File: src/rtl/dma_m2m_pkg.sv
package dma_m2m_pkg;

  localparam int REG_AW = 8;

  typedef enum logic [2:0] {
    CTL_IDLE  = 3'd0,
    CTL_STALL = 3'd1,
    CTL_RD    = 3'd2,
    CTL_WR    = 3'd3,
    CTL_BWAIT = 3'd4
  } ctl_st_e;

  typedef enum logic [1:0] {
    BUF_NONE = 2'd0,
    BUF_ONE  = 2'd1,
    BUF_TWO  = 2'd2
  } buf_st_e;

  localparam logic [REG_AW-1:0] OFF_CTRL = 8'h00;
  localparam logic [REG_AW-1:0] OFF_INT  = 8'h04;
  localparam logic [REG_AW-1:0] OFF_STAT = 8'h0C;
  localparam logic [REG_AW-1:0] OFF_CNT0 = 8'h10;
  localparam logic [REG_AW-1:0] OFF_CNT1 = 8'h14;
  localparam logic [REG_AW-1:0] OFF_SRC0 = 8'h18;
  localparam logic [REG_AW-1:0] OFF_SRC1 = 8'h1C;
  localparam logic [REG_AW-1:0] OFF_DST0 = 8'h20;
  localparam logic [REG_AW-1:0] OFF_DST1 = 8'h24;

  localparam int CB_DONE_IE = 2;
  localparam int CB_EN      = 3;
  localparam int CB_START   = 4;
  localparam int CB_NFB_IE  = 21;
  localparam int IB_DONE    = 1;
  localparam int IB_NFB     = 2;

endpackage

File: src/rtl/dma_slot.sv
module dma_slot #(
  parameter int AW = 32,
  parameter int CW = 16
) (
  input  logic          clk,
  input  logic          rst,
  input  logic          flush,
  input  logic          wr_cnt,
  input  logic          wr_src,
  input  logic          wr_dst,
  input  logic [CW-1:0] wcnt,
  input  logic [AW-1:0] waddr,
  input  logic          step,
  output logic          armed,
  output logic          last,
  output logic [CW-1:0] cnt,
  output logic [AW-1:0] src,
  output logic [AW-1:0] dst
);

  localparam logic [CW-1:0] WORD_B = CW'(4);
  localparam logic [AW-1:0] ADDR_STEP = AW'(4);

  assign last = (cnt <= WORD_B);

  always_ff @(posedge clk) begin
    if (rst) begin
      armed <= 1'b0;
      cnt   <= '0;
      src   <= '0;
      dst   <= '0;
    end else begin
      if (step) begin
        src <= src + ADDR_STEP;
        dst <= dst + ADDR_STEP;
        cnt <= last ? '0 : cnt - WORD_B;
        if (last) armed <= 1'b0;
      end
      if (wr_src) src <= waddr;
      if (wr_dst) dst <= waddr;
      if (wr_cnt) begin
        cnt   <= wcnt;
        armed <= (wcnt != '0);
      end
      if (flush) armed <= 1'b0;
    end
  end


  cnt_step_chk: assert property (@(posedge clk) disable iff (rst)
    step && !last && !wr_cnt |=> cnt == $past(cnt) - WORD_B);


  slot_free_chk: assert property (@(posedge clk) disable iff (rst)
    step && last && !wr_cnt |=> !armed);

endmodule

File: src/rtl/dma_ctl_fsm.sv
module dma_ctl_fsm
  import dma_m2m_pkg::*;
(
  input  logic       clk,
  input  logic       rst,
  input  logic       en,
  input  logic       halt,
  input  logic       go,
  input  logic [1:0] armed,
  input  logic       cur_last,
  input  logic       mem_ready,
  output ctl_st_e    st,
  output logic       cur,
  output logic       step,
  output logic       done_evt,
  output logic       nfb_evt
);

  logic oth;
  assign oth = ~cur;

  always_comb begin
    step     = (st == CTL_WR) && mem_ready;
    done_evt = step && cur_last && !armed[oth];
    nfb_evt  = step && cur_last && armed[oth];
  end

  always_ff @(posedge clk) begin
    if (rst || !en || halt) begin
      st  <= CTL_IDLE;
      cur <= 1'b0;
    end else begin
      case (st)
        CTL_IDLE, CTL_STALL:
          if (go && (armed != 2'b00)) begin
            st  <= CTL_RD;
            cur <= armed[cur] ? cur : oth;
          end
        CTL_RD:
          if (mem_ready) st <= CTL_WR;
        CTL_WR:
          if (step) begin
            if (cur_last) begin
              if (armed[oth]) begin
                cur <= oth;
                st  <= CTL_RD;
              end else begin
                st <= CTL_STALL;
              end
            end else begin
              st <= CTL_RD;
            end
          end
        default: st <= CTL_IDLE;
      endcase
    end
  end


  rd_to_wr_chk: assert property (@(posedge clk) disable iff (rst)
    st == CTL_RD && mem_ready && en && !halt |=> st == CTL_WR);


  idle_hold_chk: assert property (@(posedge clk) disable iff (rst)
    st == CTL_IDLE && !go |=> st == CTL_IDLE);

endmodule

File: src/rtl/dma_m2m_chan.sv
module dma_m2m_chan
  import dma_m2m_pkg::*;
#(
  parameter int AW = 32,
  parameter int CW = 16
) (
  input  logic              clk,
  input  logic              rst,
  input  logic              reg_we,
  input  logic [REG_AW-1:0] reg_addr,
  input  logic [31:0]       reg_wdata,
  output logic [31:0]       reg_rdata,
  output logic              irq,
  output logic              mem_req,
  output logic              mem_we,
  output logic [AW-1:0]     mem_addr,
  output logic [31:0]       mem_wdata,
  input  logic              mem_ready,
  input  logic [31:0]       mem_rdata
);

  localparam int NSLOT = 2;

  logic             en_q, done_ie, nfb_ie, done_q, nfb_q;
  logic             ctrl_wr, int_wr, en_fall, go;
  logic [NSLOT-1:0] armed, last;
  logic [CW-1:0]    cnt [NSLOT];
  logic [AW-1:0]    src [NSLOT];
  logic [AW-1:0]    dst [NSLOT];
  logic [31:0]      data_q;
  ctl_st_e          ctl_st;
  buf_st_e          buf_st;
  logic             cur, step, done_evt, nfb_evt, cur_last;

  assign ctrl_wr = reg_we && (reg_addr == OFF_CTRL);
  assign int_wr  = reg_we && (reg_addr == OFF_INT);
  assign en_fall = ctrl_wr && en_q && !reg_wdata[CB_EN];
  assign go      = ctrl_wr && reg_wdata[CB_START];

  for (genvar s = 0; s < NSLOT; s++) begin : g_slot
    dma_slot #(.AW(AW), .CW(CW)) u_slot (
      .clk    (clk),
      .rst    (rst),
      .flush  (en_fall),
      .wr_cnt (reg_we && reg_addr == ((s == 0) ? OFF_CNT0 : OFF_CNT1)),
      .wr_src (reg_we && reg_addr == ((s == 0) ? OFF_SRC0 : OFF_SRC1)),
      .wr_dst (reg_we && reg_addr == ((s == 0) ? OFF_DST0 : OFF_DST1)),
      .wcnt   (reg_wdata[CW-1:0]),
      .waddr  (reg_wdata[AW-1:0]),
      .step   (step && (cur == 1'(s))),
      .armed  (armed[s]),
      .last   (last[s]),
      .cnt    (cnt[s]),
      .src    (src[s]),
      .dst    (dst[s])
    );
  end

  assign cur_last = last[cur];

  dma_ctl_fsm u_ctl (
    .clk       (clk),
    .rst       (rst),
    .en        (en_q),
    .halt      (en_fall),
    .go        (go),
    .armed     (armed),
    .cur_last  (cur_last),
    .mem_ready (mem_ready),
    .st        (ctl_st),
    .cur       (cur),
    .step      (step),
    .done_evt  (done_evt),
    .nfb_evt   (nfb_evt)
  );

  always_comb begin
    case (armed)
      2'b00:   buf_st = BUF_NONE;
      2'b11:   buf_st = BUF_TWO;
      default: buf_st = BUF_ONE;
    endcase
  end

  always_ff @(posedge clk) begin
    if (rst) begin
      en_q    <= 1'b0;
      done_ie <= 1'b0;
      nfb_ie  <= 1'b0;
      done_q  <= 1'b0;
      nfb_q   <= 1'b0;
      data_q  <= '0;
    end else begin
      if (ctrl_wr) begin
        en_q    <= reg_wdata[CB_EN];
        done_ie <= reg_wdata[CB_DONE_IE];
        nfb_ie  <= reg_wdata[CB_NFB_IE];
      end
      if (done_evt) done_q <= 1'b1;
      else if (int_wr && !reg_wdata[IB_DONE]) done_q <= 1'b0;
      if (nfb_evt && nfb_ie) nfb_q <= 1'b1;
      else if (int_wr && !reg_wdata[IB_NFB]) nfb_q <= 1'b0;
      if (ctl_st == CTL_RD && mem_ready) data_q <= mem_rdata;
    end
  end

  always_ff @(posedge clk) begin
    if (rst) begin
      reg_rdata <= '0;
    end else begin
      case (reg_addr)
        OFF_CTRL: reg_rdata <= {10'd0, nfb_ie, 16'd0, 1'b0, en_q, done_ie, 2'd0};
        OFF_INT:  reg_rdata <= {29'd0, nfb_q, done_q && done_ie, 1'b0};
        OFF_STAT: reg_rdata <= {25'd0, done_q, buf_st, ctl_st, 1'b0};
        OFF_CNT0: reg_rdata <= 32'(cnt[0]);
        OFF_CNT1: reg_rdata <= 32'(cnt[1]);
        OFF_SRC0: reg_rdata <= 32'(src[0]);
        OFF_SRC1: reg_rdata <= 32'(src[1]);
        OFF_DST0: reg_rdata <= 32'(dst[0]);
        OFF_DST1: reg_rdata <= 32'(dst[1]);
        default:  reg_rdata <= '0;
      endcase
    end
  end

  assign irq       = (done_q && done_ie) || nfb_q;
  assign mem_req   = (ctl_st == CTL_RD) || (ctl_st == CTL_WR);
  assign mem_we    = (ctl_st == CTL_WR);
  assign mem_addr  = mem_we ? dst[cur] : src[cur];
  assign mem_wdata = data_q;


  req_hold_chk: assert property (@(posedge clk) disable iff (rst)
    mem_req && !mem_ready && !reg_we |=> mem_req && $stable(mem_addr) && $stable(mem_we));


  finish_chk: assert property (@(posedge clk) disable iff (rst)
    done_evt && !reg_we |=> ctl_st == CTL_STALL && buf_st == BUF_NONE && done_q);


  switch_chk: assert property (@(posedge clk) disable iff (rst)
    nfb_evt && !reg_we |=> ctl_st == CTL_RD && cur != $past(cur));


  disable_chk: assert property (@(posedge clk) disable iff (rst)
    en_fall |=> ctl_st == CTL_IDLE && buf_st == BUF_NONE && !mem_req);

endmodule

File: config.mk
export PLATFORM = sky130hd
export DESIGN_NAME = dma_m2m_chan
export DESIGN_NICKNAME = d
export VERILOG_FILES = /design/src/rtl/dma_m2m_pkg.sv /design/src/rtl/dma_slot.sv /design/src/rtl/dma_ctl_fsm.sv /design/src/rtl/dma_m2m_chan.sv
export SDC_FILE = /design/constraint.sdc
export NUM_CORES = 1
export LEC_CHECK = 0
export BUFFER_PORTS_ARGS = -buffer_cell sky130_fd_sc_hd__buf_4
export CAP_MARGIN = 15
export CORE_UTILIZATION = 47
export DETAILED_ROUTE_END_ITERATION = 10
export GPL_ROUTABILITY_DRIVEN = 0
export PLACE_DENSITY_LB_ADDON = 0.05
export SLEW_MARGIN = 0
export SYNTH_ARGS = -nofsm -noshare
export SYNTH_HDL_FRONTEND = slang
export SYNTH_HIERARCHICAL = 1
export SYNTH_SLANG_ARGS = --single-unit
export TNS_END_PERCENT = 30
File: constraint.sdc
create_clock -name clk -period 4.3 [get_ports clk]
set_input_delay 0.86 -clock clk [delete_from_list [all_inputs] [get_ports clk]]
set_output_delay 0.86 -clock clk [all_outputs]
set_load 0.01 [all_outputs]
# Yosys cells after proc, flatten, opt, wreduce, memory -nomap -nowiden
# Cells that the tools add are included.
# classes
add_sub_neg,6
magnitude_cmp,5
eq_ne,18
muxes,51
bitwise_logic,2
reduce_logical,54
# op_table
op,count
$mux 32,15
$pmux 32 s9,1
$add 32x3->32 const B,4
$mux 16,6
$eq 8x5->1 const B,4
$le 16x3->1 const B,2
$sub 16x3->16 const B,2
$reduce_bool 2->1,12
$logic_and 1x1->1,23
$mux 1,21
$eq 8x6->1 const B,2
$reduce_bool 16->1,1
$mux 3,3
$pmux 3 s3,1
$eq 8x3->1 const B,1
$eq 8x4->1 const B,1
$logic_not 8->1,1
$ne 2x1->1 const B,4
$eq 3x2->1 const B,2
$reduce_and 6->1,1
$logic_not 1->1,5
$logic_or 1x1->1,4
$lt 1x2->1 const B,2
$mux 2,2
other kinds (13),16
# word_totals
reg_bits,235
inputBits,76
output_inout_bits,99
wordCells,153

# Depth between registers and ports, before layout
# Gate-level depths: netlist of the first run.
# depth
depth_word,7
depth_mapped,11
ltp_nobuf,10

# Hierarchy
# The synthesis of the first run kept the hierarchy.
# by_module_without_submodules
mod,n_inst,cells_each,area_each_um2
dma_slot (g_slot[0].u_slot),1,601,4792.1
dma_slot (g_slot[1].u_slot),1,602,4778.3
dma_m2m_chan,1,444,4445.5
dma_ctl_fsm,1,24,200.2

# Worst setup path after synthesis of the first run
# OpenSTA, ideal clock, no wires.
# synth_timing
kind,input-to-reg
start,input reg_addr[6]
end,register g_slot[0].u_slot.dst[21]
arrival_time_ps,2911
required_ps,4186
setup_slack_ps,1274
cell_stages,8
path_buffers,4
path_cell_list,buf_2 > nor4b_4 > clkbuf_1 > and3_1 > clkbuf_1 > clkbuf_1 > a211oi_1 > a2111oi_0
# synth_via
elab_chain_len,3
word_cells_on_any_way,4
classes_between,1 x eq/ne; 1 x mux; 2 x reduce/logical
# synth_rtl
item,line,text
"start, declared",dma_m2m_chan.sv:10,"input logic [REG_AW-1:0] reg_addr,"
$eq 8x6->1 *,dma_m2m_chan.sv:47,".wr_dst (reg_we && reg_addr == ((s == 0) ? OFF_DST0 : OFF_DST1)),"
$logic_and 1x1->1 *,dma_m2m_chan.sv:47,
$mux 32 / $reduce_bool 2->1 (equally long branches),n/a,
"end signal, assigned",dma_slot.sv:35,dst <= dst + ADDR_STEP;
"end signal, assigned",dma_slot.sv:40,if (wr_dst) dst <= waddr;
"end, declared",dma_slot.sv:18,output logic [AW-1:0] dst
# Every way passes the cells marked *; elsewhere a longest branch is shown, timed or not.
# A chain may end at the register's enable or synchronous reset.

# Final worst setup path of the first run
# layout_timing
start,register u_ctl.st[1]
end,output mem_addr[20]
# layout_via
elab_chain_len,2
# layout_rtl
item,line,text
"start, declared",dma_ctl_fsm.sv:12,"output ctl_st_e st,"
"start signal, assigned",dma_ctl_fsm.sv:30,st <= CTL_IDLE;
"start signal, assigned",dma_ctl_fsm.sv:36,st <= CTL_RD;
"start signal, assigned",dma_ctl_fsm.sv:40,if (mem_ready) st <= CTL_WR;
$eq 3x2->1,dma_m2m_chan.sv:128,assign mem_we = (ctl_st == CTL_WR);
$mux 32,dma_m2m_chan.sv:129,assign mem_addr = mem_we ? dst[cur] : src[cur];
"end, declared",dma_m2m_chan.sv:16,"output logic [AW-1:0] mem_addr,"
# No other way between the ends.

==> metrics.cfg, run 1 <==
[run_status]
status=finished, final reports clean

[detailed_routing]
wl_per_cell_um=24.8
vias_per_cell=6.64
highest_layer=met5
met2_length_um=23700
met3_length_um=5640
initialDrtViolationCount=1618
wl_met1_um=22800
drt_wl_total_um=54100
drc=0
drtPass1Iterations=6
num_vias=14500
ant_nets=0

[cts]
clkTransAtPathRegs_ns=0.06
h-tree-depth=1
cts_buffers=28
cts_buffer_depth=3
insertion_delay_ns=0.55
root_buffer=clkbuf_16
cts.sinks=234
postCtsSetupRepairBufs=0
tritoncts=built
ctsHoldBuffers=0
post_cts_resize_count=0

[pwr]
power_frac_comb_pct=4.9
swShare_pct=23.2
ir_worst_vdd_v=0.000292
internal_power_mw=3.92
p_sw_mw=1.19
pwr-share-clk_pct=52.4
p_leak_nw=5.94
powerDensity_nw_per_um2=307
pwr-share-seq_pct=42.7

[placed_design]
dp_hpwl_um=38700
postPlaceCellArea_um2=15600
numPortBuffers=174
place_inst=2133

[min_path]
hp-class=register to register
hold_depth=2

[floorplan]
core_region_area_um2=29700
dieArea_um2=30900
die-width_um=176
die_y_um=176
io_pins=175
row_count=63
initial_core_util_pct=47.8

[timing]
fin_skew_ns=0.00932
fin_setup_tns_ns=0
rsz0062_at_grt=no
period_minus_slack_ns=3.61
hold_violations=0
clock.fmax_mhz=277
slew_violations=0
tightest_slew_ns=1.14
setup_violations=0
maxSlewHeadroom_pct=24.0
whs_ns=0.454
fin_crit_sh_pct=84.0

[cells_and_area]
syn_to_final_growth_pct=17.1
layout.cells.non_filler=2185
drive_gt1_share_pct=19.7
nets=1858
seqCellArea_um2=4690
final_common_cell=dfxtp_1
final_cell_area_um2=16600
multiInputGateArea_um2=8690
antenna_cells=0
nFillCells=2758
mostFrequentLayoutCells=dfxtp_1, buf_4, nand2_1

[yosys]
syn_area_um2=14200
synthTopCellsByArea=dfxtp_1, mux4_2, a21oi_1
ys_ff_latch=234
synthFlopType=dfxtp_1
async_reset_ff_share_pct=0
avgSynthCellArea_um2=8.51
yosysWarningCount=6
syn-num-nets=1756
synth-seq-area-share_pct=33.0
yosys.area.top_type=dfxtp_1
synth-edff-count=0
yosys.area.top_type_share_pct=33.0
synthesis.instances=1671
yosysUniqueCellTypes=91

[setup_path]
reg2reg_depth=10
path_max_fanout=21
required_ns=3.44
start_kind=register
worstPathArrival_ns=2.75
crit_type=register to primary output
crit_path_end_kind=primary output
r2r_slack_ns=1.35

[global_route]
grt_max_degree=74
grt_pass1_vias=13100
grt.total_usage_pct=34.2
grt.overflow.total=0
grt_antenna_before_repair=1
grt_pass1_wl_um=81000

[run]
cap_violations=0

-- stage by stage --
| step | power (mW) | utilization, % | setup WS [ns] |
|---|---|---|---|
| final | 5.11 | 56.0 | 0.689 |
| after global routing | 5.22 | 56.0 | 0.506 |
| after CTS | 5.12 | 56.0 | 0.650 |
| after detailed placement | 2.47 | 52.5 | 0.578 |
| after global placement | 2.47 | 52.5 | 0.698 |
| after floorplan | 2.33 | - | 1.27 |
-- synth_stat cells, types with 31 or more instances --
| cell | n |
|---|---|
| clkbuf_1 | 87 |
| nor4_1 | 48 |
| nor3_1 | 33 |
| o21ai_0 | 50 |
| mux4_2 | 39 |
| nand4_1 | 53 |
| xor2_1 | 38 |
| a21oi_1 | 124 |
| a22oi_1 | 31 |
| dfxtp_1 | 234 |
| nand3_1 | 57 |
| and3_1 | 52 |
| a211oi_1 | 34 |
| nor2_1 | 104 |
| inv_1 | 60 |
| nand2_1 | 153 |
-- worst paths after layout --
check,start,to
max reg2reg,g_slot[0].u_slot/cnt[3]$_SDFFE_PP0P_,u_ctl/cur$_SDFFE_PP0P_
max,u_ctl/st[1]$_SDFFE_PP0P_,mem_addr[20]
min reg2reg,mem_wdata[12]$_SDFFE_PP0P_,mem_wdata[12]$_SDFFE_PP0P_
min,mem_wdata[12]$_SDFFE_PP0P_,mem_wdata[12]$_SDFFE_PP0P_
-- state kept, by name, summed over array words and instances (netlist names) --
register             cells
nfb_q                    1
mem_wdata               32
nfb_ie                   1
done_q                   1
g_slot.u_slot/armed      2
en_q                     1
u_ctl/cur                1
u_ctl/st                 2
reg_rdata               32
done_ie                  1
g_slot.u_slot/dst       64
g_slot.u_slot/cnt       32
g_slot.u_slot/src       64
-- power groups by stage --
stage / sequential (mW) / combinational, mW / clock [mW]
3_3_place_gp: 2.23 / 0.240 / 0
6_report: 2.18 / 0.251 / 2.68
2_1_floorplan: 2.22 / 0.104 / 0
5_1_grt: 2.18 / 0.258 / 2.78
3_5_place_dp: 2.23 / 0.242 / 0
4_1_cts: 2.18 / 0.243 / 2.70
-- critical path: stages (launching register included) --
cell	delay, ns
dfxtp_1	0.37
and2b_1	0.24
nand2_2	0.55
buf_4	0.31
mux4_2	0.55
buf_4	0.16
-- routing by layer --
metal	vias up	GRT usage [%]
li1	6571	-
met1	6977	48.7
met2	844	52.4
met3	124	5.52
met4	2	11.4
met5	-	0
-- final cells by class --
class | instances | area share (%)
Timing Repair Buffer | 201 | 9.09
Inverter | 61 | 1.38
Clock buffer | 41 | 5.11
Clock inverter | 11 | 1.14
Tap cell | 390 | 2.93
Sequential cell | 234 | 28.1
Multi-Input combinational cell | 1247 | 52.2
-- cell families after synthesis --
group | share of synthesized area, %
DFF | 33.0
adders and majority gates | 0.792
muxes | 8.60
xor gates and xnor gates | 4.13
and+or+nand+nor | 25.3
AOI/OAI and AO/OA | 22.2
buffers and inverters | 5.94
other | 0.0264
(Power assumes the default switching activity.)
==> run 2, diff against run 1 <==
--- a/config.mk
+++ b/config.mk
@@ -5,6 +5,7 @@
 export SDC_FILE = /design/constraint.sdc
 export NUM_CORES = 1
 export LEC_CHECK = 0
+export ABC_AREA = 1
 export BUFFER_PORTS_ARGS = -buffer_cell sky130_fd_sc_hd__buf_4
 export CAP_MARGIN = 15
 export CORE_UTILIZATION = 47
==> constraint.sdc (replaced) <==
create_clock -name clk -period 3.28 [get_ports clk]
set_input_delay 0.656 -clock clk [delete_from_list [all_inputs] [get_ports clk]]
set_output_delay 0.656 -clock clk [all_outputs]
set_load 0.01 [all_outputs]
==> run 2 against run 1 <==
- wire length increased by 13%
- global-route usage grew 0.84 points
- via count rose by 22%
- total power rose by 25%
- sequential share of layout area down 2.4 points
- critical endpoint is now mem_addr[13]
- critical path type unchanged
- utilization fell by 0.17 points
- synthesized cell count increased by 51%
==> metrics.cfg, run 2 <==
[run_status]
status=finished, final reports clean

[timing]
rsz0062_at_grt=no
fin_crit_sh_pct=97.1
clock.fmax_mhz=314
maxSlewHeadroom_pct=33.8  ; +9.8 points
fin_skew_ns=0.0149  ; +0.00554 ns
hold_violations=0  ; unchanged
setup_ws_ns=0.0965  ; -0.593 ns
slew_violations=0  ; unchanged
setup_violations=0  ; unchanged
whs_ns=0.346  ; -0.108 ns
period_minus_slack_ns=3.18
tightest_slew_ns=0.992  ; -0.147 ns
fin_setup_tns_ns=0  ; unchanged

[detailed_routing]
drtPass1Iterations=7  ; +1
ant_nets=0  ; unchanged
wl_per_cell_um=19.6  ; -21%
drt_wl_total_um=61200  ; +13%
initialDrtViolationCount=2184  ; +35%
vias_per_cell=5.68  ; -14%
num_vias=17700  ; +22%
drc=0  ; unchanged

[floorplan]
row_count=66  ; +4.8%
dieArea_um2=33800  ; +9.3%
die_y_um=184  ; +4.6%
initial_core_util_pct=47.8  ; about the same
die-width_um=184  ; +4.6%
io_pins=175  ; unchanged
core_region_area_um2=32500  ; +9.5%

[yosys]
yosys.area.top_type=dfxtp_1
syn_area_um2=15600  ; +9.4%
yosysUniqueCellTypes=47  ; -48%
yosys.area.top_type_share_pct=30.1  ; -2.8 points
synthFlopType=dfxtp_1
synth.most_common_cell=nand2_1
yosysWarningCount=6  ; unchanged
synth_common_cells=nand2_1, nor2_1, dfxtp_1
ys_ff_latch=234  ; unchanged
avgSynthCellArea_um2=6.16  ; -28%
synthesis.instances=2525  ; +51%
synth-seq-area-share_pct=30.1  ; -2.8 points
synthTopCellsByArea=dfxtp_1, nand2_1, nor2_1
syn-num-nets=2610  ; +49%
async_reset_ff_share_pct=0  ; unchanged
synth-edff-count=0  ; unchanged

[cts]
insertion_delay_ns=0.57  ; +0.02 ns
ctsHoldBuffers=0  ; unchanged
root_buffer=clkbuf_16
h-tree-depth=1  ; unchanged
cts_buffers=28  ; unchanged
clkTransAtPathRegs_ns=0.06  ; about the same
tritoncts=built
cts_buffer_depth=3  ; unchanged
cts.sinks=234  ; unchanged
postCtsSetupRepairBufs=0  ; unchanged

[pwr]
ir_worst_vdd_v=0.000375  ; +29%
power_mw=6.39  ; +25%
p_leak_nw=6.81  ; +15%
powerDensity_nw_per_um2=352  ; +15%

[setup_path]
r2r_slack_ns=0.61  ; -0.74 ns
path_max_fanout=37  ; +76%
critPathSlowestCell=dfxtp_1
crit_type=register to primary output
worstReg2RegEnd=g_slot[1].u_slot/dst[3]$_SDFFE_PP0N_
critical_path_buf_inv_count=3  ; +1
crit_chain=inv_1 > nor2_1 > nand2_4 > buf_4 > o21ai_0 > buf_4
worstPathArrival_ns=2.53  ; -0.22 ns
path_delay_family=buffers and inverters
critPathMaxStageDelay_ns=0.45  ; -0.10 ns
start_kind=register
reg2reg_depth=10  ; unchanged
crit_path_end_kind=primary output
required_ns=2.62  ; -0.82 ns
reg2reg_from=u_ctl/cur$_SDFFE_PP0P_
crit_top_cell=buf_4

[global_route]
grt_pass1_vias=16100  ; +23%
grt_antenna_before_repair=0  ; -1
grt_max_degree=86  ; +16%
grt.overflow.total=0  ; unchanged
grt.total_usage_pct=35.1  ; +0.84 points
grt_pass1_wl_um=91200  ; +13%

[cells_and_area]
nFillCells=3388  ; +23%
nets=2743  ; +48%
mostFrequentLayoutCells=nand2_1, nor2_1, dfxtp_1
largestRegisters=g_slot.u_slot/dst: 64 flops, g_slot.u_slot/src: 64 flops
drive_gt1_share_pct=14.1  ; -5.6 points
antenna_cells=0  ; unchanged
layout.cells.non_filler=3121  ; +43%
syn_to_final_growth_pct=16.8
seqCellArea_um2=4690  ; unchanged
multiInputGateArea_um2=9600  ; +10%
final_common_cell=nand2_1

[min_path]
hold_start=mem_rdata[0]
hold_end=mem_wdata[0]$_SDFFE_PP0P_
hold_depth=3  ; +1
hp-class=primary input to register

[placed_design]
place_inst=3070  ; +44%
place_ws_ns=0.589  ; +0.0105 ns
dp_hpwl_um=45000  ; +16%
numPortBuffers=174  ; unchanged

[run]
cap_violations=0  ; unchanged

## run 2: cell types whose count changed after synthesis, sizes merged, moves of 41 or more
cell | before | now
nand3 | 59 | 130
nor4 | 53 | 6
inv | 61 | 204
o21ai | 52 | 199
nand4 | 53 | 12
and3 | 53 | 1
nor2 | 106 | 410
a22oi | 41 | 97
nand3b | 8 | 50
nand2 | 153 | 770
## run 2: through the flow
step / area [um^2] / utilization, %
4_1_cts: 18200 / 55.8
6_report: 18200 / 55.9
2_1_floorplan: 15600 / -
5_1_grt: 18200 / 55.9
3_5_place_dp: 17200 / 52.9
3_3_place_gp: 17200 / 52.9
## run 2: what timing repair did
action | in CTS | in global routing
resized for setup | 1 | 1
endpoints found under the hold margin | 0 | 0
setup endpoints to repair | 1 | 1
## run 2: kinds of logic (layout without fill, tap and decap cells)
family                   after synthesis  in the layout  synth area share (%)
AO/OA/AOI/OAI                        512            512                  19.0
XOR/XNOR                              53             53                  2.98
adder cells (fa/ha/maj)                9              9                 0.724
buffers and inverters                318            472                  8.36
flip-flops                           234            234                  30.1
multiplexers                           2              2                 0.129
other                                  1              1                0.0241
AND/OR/NAND/NOR                     1396           1396                  38.7
## run 2: how the worst max path moves through the flow
stage / startpoint / end / slack [ns] / cells after the start
final: u_ctl/st[1]$_SDFFE_PP0P_ / mem_addr[13] / 0.1 / 6
after floorplan: reg_addr[0] / g_slot[0].u_slot/src[30]$_SDFFE_PP0N_ / 1.07 / 12
after detailed placement: u_ctl/st[1]$_SDFFE_PP0P_ / mem_addr[13] / 0.59 / 6
after global routing: u_ctl/st[1]$_SDFFE_PP0P_ / mem_addr[13] / 0.03 / 6
after global placement: u_ctl/st[1]$_SDFFE_PP0P_ / mem_addr[13] / 0.62 / 6
after CTS: u_ctl/st[1]$_SDFFE_PP0P_ / mem_addr[13] / 0.14 / 6
## run 2: layer usage
| metal | global-route usage, % | part of all wire [%] | up-vias |
|---|---|---|---|
| met5 | 0 | 0 | - |
| met4 | 13.7 | 4.0 | 0 |
| met3 | 5.80 | 9.9 | 135 |
| met2 | 55.4 | 44 | 839 |
| met1 | 47.5 | 42 | 8241 |
| li1 | - | - | 8520 |
## run 2: power by group
part | leakage, nW | internal (mW) | switching [mW]
combinational | 4.45 | 0.0887 | 0.212
clock | 0.471 | 1.93 | 1.31
sequential | 1.88 | 2.85 | 0.00548
## run 2: area by class of cell
| cell class | instances | share of cell area, % |
|---|---|---|
| multi-input cells | 1973 | 52.8 |
| inverters | 209 | 4.34 |
| well taps | 442 | 3.04 |
| clock buffers | 39 | 4.41 |
| clock inverters | 12 | 0.819 |
| repair buffers | 212 | 8.78 |
| flip-flops and latches | 234 | 25.8 |
## run 2: tightest hold or removal path, cell delays in order
cell and delay, ns:
buf_4 0.07, o21ai_0 0.07, nor2_1 0.07
